--- src/rtl/dotclk_pkg.sv ---
// Shared constants and types for the dot clock divider.
// Assumes a 32-bit register data path and an 8-bit divider field per channel.
package dotclk_pkg;

    // Tick source encoding held in the control register
    typedef enum logic [1:0] {
        SRC_BUS    = 2'd0,
        SRC_PERIPH = 2'd1,
        SRC_EXT    = 2'd2,
        SRC_NONE   = 2'd3
    } src_sel_e;

    localparam int DIV_W     = 8;   // width of one channel's divider field
    localparam int BYP_BIT   = 6;   // divider field bit that requests bypass
    localparam int SEL_LSB   = 16;  // low bit of the source select field
    localparam int ADDR_CTRL = 0;   // control register address
    localparam int ADDR_STOP = 1;   // stop register address
    localparam int ADDR_PAT0 = 2;   // first pattern register address

endpackage

--- src/rtl/dotclk_regs.sv ---
// Register file for the dot clock divider.
// Holds the control word (source select plus per-channel divider fields),
// the stop request bit and two pattern words per channel.
// Assumes NCH * DIV_W <= SEL_LSB and that all addresses fit in ADDR_W bits.
module dotclk_regs
    import dotclk_pkg::*;
#(
    parameter int NCH    = 2,
    parameter int DATA_W = 32,
    parameter int ADDR_W = 3
) (
    input  logic                            clk,
    input  logic                            rst_n,
    input  logic                            wr_en,
    input  logic [ADDR_W-1:0]               wr_addr,
    input  logic [DATA_W-1:0]               wr_data,
    output src_sel_e                        sel_o,
    output logic [NCH-1:0][DIV_W-1:0]       div_o,
    output logic [NCH-1:0][2*DATA_W-1:0]    pat_o,
    output logic                            stop_o
);

    localparam int PAT_W = 2 * DATA_W;

    logic ctrl_hit;
    logic stop_hit;

    assign ctrl_hit = wr_en && (wr_addr == ADDR_W'(ADDR_CTRL));
    assign stop_hit = wr_en && (wr_addr == ADDR_W'(ADDR_STOP));

    // Source select field of the control register
    always_ff @(posedge clk) begin
        if (!rst_n) begin
            sel_o <= SRC_BUS;
        end else if (ctrl_hit) begin
            sel_o <= src_sel_e'(wr_data[SEL_LSB +: 2]);
        end
    end

    // Stop request bit
    always_ff @(posedge clk) begin
        if (!rst_n) begin
            stop_o <= 1'b0;
        end else if (stop_hit) begin
            stop_o <= wr_data[0];
        end
    end

    for (genvar gi = 0; gi < NCH; gi++) begin : g_ch
        localparam int HI_ADDR = ADDR_PAT0 + 2 * gi;
        localparam int LO_ADDR = ADDR_PAT0 + 2 * gi + 1;

        logic [DATA_W-1:0] hi_q;
        logic [DATA_W-1:0] lo_q;

        // Divider field of this channel inside the control word
        always_ff @(posedge clk) begin
            if (!rst_n) begin
                div_o[gi] <= '0;
            end else if (ctrl_hit) begin
                div_o[gi] <= wr_data[gi*DIV_W +: DIV_W];
            end
        end

        // Pattern words of this channel
        always_ff @(posedge clk) begin
            if (!rst_n) begin
                hi_q <= '0;
                lo_q <= '0;
            end else if (wr_en) begin
                if (wr_addr == ADDR_W'(HI_ADDR)) hi_q <= wr_data;
                if (wr_addr == ADDR_W'(LO_ADDR)) lo_q <= wr_data;
            end
        end

        assign pat_o[gi] = PAT_W'({hi_q, lo_q});
    end

endmodule

--- src/rtl/dotclk_src.sv ---
// Tick source selection and stop gating.
// Picks one of three tick strobes and masks it while a stop is requested.
// Also tracks the settled halt state that software reads back.
module dotclk_src
    import dotclk_pkg::*;
(
    input  logic     clk,
    input  logic     rst_n,
    input  logic     bus_tick,
    input  logic     periph_tick,
    input  logic     ext_tick,
    input  src_sel_e sel,
    input  logic     stop_req,
    output logic     tick_o,
    output logic     stopped_o
);

    logic picked;

    // Choose the tick strobe named by the select field
    always_comb begin
        case (sel)
            SRC_BUS:    picked = bus_tick;
            SRC_PERIPH: picked = periph_tick;
            SRC_EXT:    picked = ext_tick;
            default:    picked = 1'b0;
        endcase
    end

    assign tick_o = picked && !stop_req;

    // Settled halt state, one cycle behind the request
    always_ff @(posedge clk) begin
        if (!rst_n) begin
            stopped_o <= 1'b0;
        end else begin
            stopped_o <= stop_req;
        end
    end

endmodule

--- src/rtl/dotclk_chan.sv ---
// One dot clock channel: a pattern ring walked by a pointer that wraps
// after m ticks, with bypass and disable encodings of the divider field.
// New settings are loaded only at a wrap, while halted, or while the active
// setting is bypass or disabled, so a running period is never cut short.
// Assumes BYP_BIT bits of ratio fit inside PAT_W pattern bits.
module dotclk_chan #(
    parameter int DIV_W   = 8,
    parameter int PAT_W   = 64,
    parameter int BYP_BIT = 6
) (
    input  logic               clk,
    input  logic               rst_n,
    input  logic               tick,
    input  logic               halt,
    input  logic [DIV_W-1:0]   cfg_div,
    input  logic [PAT_W-1:0]   cfg_pat,
    output logic               en_o,
    output logic               lvl_o,
    output logic [BYP_BIT-1:0] ptr_o,
    output logic               byp_o,
    output logic [BYP_BIT-1:0] m_o
);

    localparam int CNT_W = BYP_BIT;

    logic [BYP_BIT:0]   act_q;
    logic [PAT_W-1:0]   pat_q;
    logic [CNT_W-1:0]   ptr_q;
    logic [CNT_W-1:0]   act_m;
    logic               act_byp;
    logic               act_off;
    logic               at_last;
    logic               step;
    logic               wrap;
    logic               reload;
    logic               unused_div_hi;

    assign act_m   = act_q[CNT_W-1:0];
    assign act_byp = act_q[BYP_BIT];
    assign act_off = !act_byp && (act_m == '0);
    assign at_last = (ptr_q == act_m - 1'b1);
    assign step    = tick && !halt && !act_byp && !act_off;
    assign wrap    = step && at_last;
    assign reload  = halt || act_off || act_byp || wrap;

    assign unused_div_hi = ^cfg_div[DIV_W-1:BYP_BIT+1];

    // Active setting, refreshed only at safe points
    always_ff @(posedge clk) begin
        if (!rst_n) begin
            act_q <= '0;
            pat_q <= '0;
        end else if (reload) begin
            act_q <= cfg_div[BYP_BIT:0];
            pat_q <= cfg_pat;
        end
    end

    // Ring pointer, advanced by counted ticks and wrapped after m of them
    always_ff @(posedge clk) begin
        if (!rst_n) begin
            ptr_q <= '0;
        end else if (halt || act_off || act_byp) begin
            ptr_q <= '0;
        end else if (step) begin
            ptr_q <= at_last ? '0 : ptr_q + 1'b1;
        end
    end

    // Registered enable pulse and level
    always_ff @(posedge clk) begin
        if (!rst_n) begin
            en_o  <= 1'b0;
            lvl_o <= 1'b0;
        end else if (halt || act_off) begin
            en_o  <= 1'b0;
            lvl_o <= 1'b0;
        end else if (act_byp) begin
            en_o  <= tick;
            lvl_o <= tick;
        end else if (step) begin
            en_o  <= (ptr_q == '0);
            lvl_o <= pat_q[ptr_q];
        end else begin
            en_o  <= 1'b0;
        end
    end

    assign ptr_o = ptr_q;
    assign byp_o = act_byp;
    assign m_o   = act_m;

endmodule

--- src/rtl/dotclk_gen.sv ---
// Top of the dot clock divider: registers, source selection and one
// pattern channel per display output. Single clock domain; tick inputs
// are one-cycle strobes synchronous to clk.
module dotclk_gen
    import dotclk_pkg::*;
#(
    parameter int NCH    = 2,
    parameter int DATA_W = 32,
    parameter int ADDR_W = 3
) (
    input  logic              clk,
    input  logic              rst_n,
    input  logic              bus_tick,
    input  logic              periph_tick,
    input  logic              ext_tick,
    input  logic              wr_en,
    input  logic [ADDR_W-1:0] wr_addr,
    input  logic [DATA_W-1:0] wr_data,
    output logic              stop_rdbk,
    output logic [NCH-1:0]    dot_en,
    output logic [NCH-1:0]    dot_lvl
);

    localparam int PAT_W = 2 * DATA_W;
    localparam int CNT_W = BYP_BIT;

    src_sel_e                   sel;
    logic [NCH-1:0][DIV_W-1:0]  div_cfg;
    logic [NCH-1:0][PAT_W-1:0]  pat_cfg;
    logic                       stop_req;
    logic                       tick_g;
    logic [NCH-1:0][CNT_W-1:0]  ch_ptr;
    logic [NCH-1:0]             ch_byp;
    logic [NCH-1:0][CNT_W-1:0]  ch_m;

    dotclk_regs #(
        .NCH    (NCH),
        .DATA_W (DATA_W),
        .ADDR_W (ADDR_W)
    ) u_regs (
        .clk     (clk),
        .rst_n   (rst_n),
        .wr_en   (wr_en),
        .wr_addr (wr_addr),
        .wr_data (wr_data),
        .sel_o   (sel),
        .div_o   (div_cfg),
        .pat_o   (pat_cfg),
        .stop_o  (stop_req)
    );

    dotclk_src u_src (
        .clk         (clk),
        .rst_n       (rst_n),
        .bus_tick    (bus_tick),
        .periph_tick (periph_tick),
        .ext_tick    (ext_tick),
        .sel         (sel),
        .stop_req    (stop_req),
        .tick_o      (tick_g),
        .stopped_o   (stop_rdbk)
    );

    for (genvar gi = 0; gi < NCH; gi++) begin : g_chan
        dotclk_chan #(
            .DIV_W   (DIV_W),
            .PAT_W   (PAT_W),
            .BYP_BIT (BYP_BIT)
        ) u_chan (
            .clk     (clk),
            .rst_n   (rst_n),
            .tick    (tick_g),
            .halt    (stop_req),
            .cfg_div (div_cfg[gi]),
            .cfg_pat (pat_cfg[gi]),
            .en_o    (dot_en[gi]),
            .lvl_o   (dot_lvl[gi]),
            .ptr_o   (ch_ptr[gi]),
            .byp_o   (ch_byp[gi]),
            .m_o     (ch_m[gi])
        );
    end

endmodule

--- config.mk ---
export PLATFORM = sky130hd
export DESIGN_NAME = dotclk_gen
export DESIGN_NICKNAME = d
export VERILOG_FILES = /design/src/rtl/dotclk_pkg.sv /design/src/rtl/dotclk_regs.sv /design/src/rtl/dotclk_src.sv /design/src/rtl/dotclk_chan.sv /design/src/rtl/dotclk_gen.sv
export SDC_FILE = /design/constraint.sdc
export NUM_CORES = 1
export LEC_CHECK = 0
export ABC_AREA = 1
export BUFFER_PORTS_ARGS = -buffer_cell sky130_fd_sc_hd__buf_2
export CORE_MARGIN = 4
export CORE_UTILIZATION = 60
export CTS_BUF_LIST = sky130_fd_sc_hd__clkbuf_4
export DETAILED_ROUTE_END_ITERATION = 10
export PLACE_DENSITY = 0.77
export SYNTH_ARGS = -nofsm -noshare
export SYNTH_HDL_FRONTEND = slang
export SYNTH_SLANG_ARGS = --single-unit
--- constraint.sdc ---
create_clock -name clk -period 2.6 [get_ports clk]
set_input_delay 0.39 -clock clk [delete_from_list [all_inputs] [get_ports clk]]
set_output_delay 0.39 -clock clk [all_outputs]
set_load 0.02 [all_outputs]
* Yosys cells after proc, flatten, opt, wreduce, memory -nomap -nowiden
Cells that the tools add are included. W data, S select, Z words.
Word-level totals: flip-flop bits (word level) 304, input bits 41, output and inout port bits 5, word-level logic and storage cells 89
Cells by class: add/sub/neg operators 4, $lt $le $gt $ge 2, equality and inequality tests 9, muxes and demuxes 15, bitwise logic cells 1, reduce and logical (&&, ||, !) cells 39
Operators by type and width (count):
- $logic_not A6 Y1 | 4
- $lt A6 B7 Y1 const B | 2
- $add A6 B1 Y6 const B | 2
- $bmux W1 S6 | 2
- $eq A6 B6 Y1 | 2
- $logic_and A1 B1 Y1 | 12
- $mux W6 | 2
- $sub A6 B1 Y6 const B | 2
- $mux W1 | 10
- $reduce_and A2 Y1 | 4
- $reduce_or A2 Y1 | 4
- $eq A3 B2 Y1 const B | 2
- $eq A3 B3 Y1 const B | 2
- $logic_or A1 B1 Y1 | 6
- $logic_not A1 Y1 | 5
- $reduce_bool A2 Y1 | 2
- $eq A3 B1 Y1 const B | 1
- $logic_not A3 Y1 | 1
- $pmux W1 S3 | 1
- $eq A2 B1 Y1 const B | 1
- $eq A2 B2 Y1 const B | 1
- $logic_not A2 Y1 | 1
- $not A1 Y1 | 1

* Longest topological paths before layout
depth in word-level cells 8, depth in mapped cells 13, mapped depth without buffers 12

* Modules after synthesis
A second synthesis with hierarchy kept.
Second synthesis, totals: cells, all modules 2257, area, all modules 15120.8 um^2
By module, submodules not included:
- dotclk_chan | instances 2, cells each 700, area each 4618.2 um^2, seq. area each 1581.5 um^2
- dotclk_regs | instances 1, cells each 846, area each 5820.6 um^2, seq. area each 2942.8 um^2
- dotclk_src | instances 1, cells each 11, area each 63.8 um^2, seq. area each 20.0 um^2

* Worst setup path before layout
Ideal clock, no wire load.
path kind reg2reg, from reg g_chan[0].u_chan.act_q[0], to reg g_chan[0].u_chan.pat_q[10], setup time 113 ps, arrival time 1770 ps, required time 2487 ps, slack 717 ps, stages on the path, launching flop included 13, buffers on the path 2, period minus slack after synthesis 1883 ps, path through dfxtp_1 inv_1 ha_1 nand3_1 nor2_1 nand3_1 nand3_1 nor2_4 nand3_4 buf_6 buf_6 a21oi_2 nor2_1
Between the ends: word-level cells in the longest chain between the ends 6, elaborated cells between the ends (all ways) 10, those cells by class add/sub: 1; eq/ne: 1; reduce/logical: 8
RTL lines:
- start: declaration | RTL line dotclk_chan.sv:26 | logic [BYP_BIT:0] act_q;
- start signal: assignment | RTL line dotclk_chan.sv:54 | act_q <= cfg_div[BYP_BIT:0];
- parallel branches: the longest is 5 deep, another holds $sub A6 B1 Y6
- $logic_or A1 B1 Y1 * | RTL line dotclk_chan.sv:44 | assign reload = halt || act_off || act_byp || wrap;
- end signal: assignment | RTL line dotclk_chan.sv:55 | pat_q <= cfg_pat;
- end: declaration | RTL line dotclk_chan.sv:27 | logic [PAT_W-1:0] pat_q;
Mark *: on every way between the ends. A chain may end at the register's enable or synchronous reset.

* Final worst setup path
from reg g_chan[1].u_chan.act_q[0], to reg g_chan[1].u_chan.pat_q[46]
Between the ends: word-level cells in the longest chain between the ends 6, elaborated cells between the ends (all ways) 10, those cells by class add/sub: 1; eq/ne: 1; reduce/logical: 8
RTL lines (RTL line):
- start: declaration | dotclk_chan.sv:26
- start signal: assignment | dotclk_chan.sv:54
- parallel branches: the longest is 5 deep, another holds $sub A6 B1 Y6
- $logic_or A1 B1 Y1 * | dotclk_chan.sv:44
- end signal: assignment | dotclk_chan.sv:55
- end: declaration | dotclk_chan.sv:27
Marks and branches as above.

==> impl_metrics.tcl <==
set metrics [dict create \
    status "completed" \
    cts_tree "yes" \
    irDropWorstVdd_mv 0.7127 \
    async_reset_ff_frac 0 \
    path_max_fanout 27 \
    yosysWarnings 0 \
    post_cts_buffers 0 \
    cts_buffer_depth 3 \
    grt_pass1_wl_um 59220 \
    hold_depth 3 \
    power_frac_comb 0.465 \
    grt_pass1_vias 11980 \
    root_buffer "clkbuf_4" \
    end_kind "flip-flop" \
    pwr-share-clk 0.212 \
    timing.rr.start "g_chan[1].u_chan.act_q[0]$_SDFFE_PN0P_" \
    ctsHoldBuffers 11 \
    synth_top_area_frac 0.4353 \
    postLayoutCellArea_um2 15490 \
    globalplace.congestion 0.8552 \
    final_layout_size_suffix_gt1_frac 0.1436 \
    skew_ns 0.04029 \
    tightestPinTransition_ns 1.109 \
    drc 0 \
    drtPass1Iterations 6 \
    yosysTopAreaCell "dfxtp_1" \
    core_um2 22780 \
    fmax_mhz 421.4 \
    nets 2098 \
    hold_viol 0 \
    synth_edf_count 0 \
    synthesis.nets 2065 \
    num_rows 55 \
    cts.sinks 304 \
    drv_slew 0 \
    wl_per_cell_um 14.95 \
    die_h_um 160.7 \
    io_buffers 45 \
    boundaryPins 46 \
    syn_to_final_growth_pct 10.77 \
    dp_hpwl_um 22140 \
    grt-busiest-layer "met2" \
    drtIter0Drc 1109 \
    synth_most_common_cell "nor2_1" \
    antenna_found_initial 1 \
    rsz0062_at_grt "false" \
    p_leak_nw 6.985 \
    min_to "u_regs.g_ch[0].hi_q[4]$_SDFFE_PN0P_" \
    cts_max_level 3 \
    cts.reportedPaths.clkPinSlew_ns 0.07 \
    r2r_setup_slack_ns 0.23 \
    placed_cell_area_um2 14360 \
    crit_type "flip-flop to flip-flop" \
    vias_per_cell 5.373 \
    ys.flop_type "dfxtp_1" \
    nFillCells 1949 \
    drv_cap 0 \
    min_from "wr_data[4]" \
    routed_wl_um 36250 \
    met3_usage 0.05337 \
    slew_headroom 0.2596 \
    die-area_um2 25810 \
    seqCellArea_um2 6086 \
    clk-insertion-delay-late_ns 0.69 \
    r2r_cells 11 \
    synth_common_cells "455 x nor2_1, 304 x dfxtp_1, 300 x nand2_1, 270 x nand3_1, 170 x inv_1" \
    power_frac_seq 0.324 \
    switching_share 0.3958 \
    grtUsageTotal 0.2757 \
    syn_inst 2018 \
    multiInputGateArea_um2 6494 \
    switching_power_mw 7.784 \
    period_share 0.9127 \
    setup_tns_ns 0 \
    detail-route-antenna-nets 0 \
    min_path_type "primary input to flip-flop" \
    die_x_um 160.7 \
    p_int_mw 11.88 \
    required_ns 3.15 \
    yosysUniqueCellTypes 28 \
    vias 13020 \
    worstPathArrival_ns 2.92 \
    synthTopCellsByArea "dfxtp_1 44%, nor2_1 12%, nand3_1 9.7%" \
    grt_util_met1 0.3571 \
    regToRegEndpoint "g_chan[1].u_chan.pat_q[46]$_SDFFE_PN0P_" \
    setup-violations-final 0 \
    met2_usage 0.4541 \
    p_per_area_nw_per_um2 1270 \
    seq_area_frac_synth 0.4353 \
    grt_overflow 0 \
    cts_resized 0 \
    syn-cell-area_um2 13980 \
    synth-seq-cells 304 \
    start_kind "flip-flop" \
    syn_avg_cell_area_um2 6.929 \
    grt_max_degree 103 \
    cts_buffers 80 \
    initial_utilization 0.6138 \
    period_needed_ns 2.373 \
]
-- final cells by class --
class                           count  share of cell area
Inverter                          181             0.04435
Antenna cell                        1           0.0001616
Multi-Input combinational cell   1387              0.4193
Clock inverter                     21            0.007432
Timing Repair Buffer               97             0.05243
Tap cell                          313             0.02528
Sequential cell                   304              0.3929
Clock buffer                      120             0.05816
-- worst max path at each step --
stage	from	end	slack (ns)	cells past startpoint
after global placement	g_chan[1].u_chan.act_q[0]$_SDFFE_PN0P_	g_chan[1].u_chan.pat_q[43]$_SDFFE_PN0P_	0.41	11
after floorplan	g_chan[0].u_chan.act_q[0]$_SDFFE_PN0P_	g_chan[0].u_chan.pat_q[10]$_SDFFE_PN0P_	0.72	12
after detailed placement	g_chan[1].u_chan.act_q[0]$_SDFFE_PN0P_	g_chan[1].u_chan.pat_q[41]$_SDFFE_PN0P_	0.26	11
after CTS	g_chan[1].u_chan.act_q[0]$_SDFFE_PN0P_	g_chan[1].u_chan.pat_q[46]$_SDFFE_PN0P_	0.24	11
after global routing	g_chan[1].u_chan.act_q[0]$_SDFFE_PN0P_	g_chan[1].u_chan.pat_q[41]$_SDFFE_PN0P_	0.01	12
final	g_chan[1].u_chan.act_q[0]$_SDFFE_PN0P_	g_chan[1].u_chan.pat_q[46]$_SDFFE_PN0P_	0.23	11
-- routing by layer --
layer / up-vias / wire [um]
met5: - / 0
met4: 0 / 1065
met3: 85 / 2623
met2: 468 / 17120
met1: 5938 / 15440
li1: 6532 / -
-- flip-flops by register name, summed over array words and instances (netlist names), 2 cells and up --
signal / cells
u_regs.g_ch.lo_q: 64
u_regs.sel_o: 2
g_chan.u_chan.pat_q: 128
u_regs.g_ch.hi_q: 64
g_chan.u_chan.lvl_o: 2
g_chan.u_chan.act_q: 14
u_regs.div_o: 14
g_chan.u_chan.ptr_o: 12
g_chan.u_chan.en_o: 2
-- cells in the final DEF (no fill, tap or decap), drive strengths merged, types with 11 or more instances in the layout --
cell,n
buf,86
o21ai,157
a21oi,161
dlygate4sd3,11
nand2,300
dfxtp,304
nand3,272
clkinv,17
inv,182
nor2,458
clkbuf,120
-- metrics by stage --
step	util	hold WS, ns	setup slack (ns)	instances	power, mW
6_report	0.6800	0.05858	0.2271	2424	19.67
2_1_floorplan	-	0.4071	0.7166	2018	13.68
5_1_grt	0.6800	0.01504	0.01480	2424	21.36
3_3_place_gp	0.6304	0.4251	0.4059	2271	15.20
3_5_place_dp	0.6304	0.4193	0.2649	2271	15.52
4_1_cts	0.6799	0.006180	0.2430	2423	19.74
-- power groups by stage --
| stage | Clock, mW | Sequential [mW] | Combinational [mW] |
|---|---|---|---|
| detailed placement | 0 | 6.45 | 9.06 |
| finish | 4.17 | 6.37 | 9.14 |
| global placement | 0 | 6.42 | 8.78 |
| global route | 4.53 | 6.48 | 10.4 |
| floorplan | 0 | 6.29 | 7.38 |
| CTS | 4.24 | 6.36 | 9.13 |
-- cells by family after synthesis --
| family | count (synthesis) | share of synthesized area |
|---|---|---|
| simple gates | 1044 | 0.3094 |
| buf+inv | 327 | 0.1012 |
| compound gates | 321 | 0.1348 |
| flops | 304 | 0.4353 |
| xor+xnor | 16 | 0.01396 |
| fa+ha+maj | 6 | 0.005369 |
-- worst max-delay path, stage by stage, from the launching register on --
cell and delay, ns:
dfxtp_1 0.34, inv_1 0.09, ha_1 0.26, nand3_1 0.13
nor2_1 0.05, nand3_1 0.08, nand3_1 0.20, nor2_4 0.19
nand3_4 0.32, buf_4 0.35, a21oi_1 0.16, nor2_1 0.06
(Power assumes the default switching activity.)
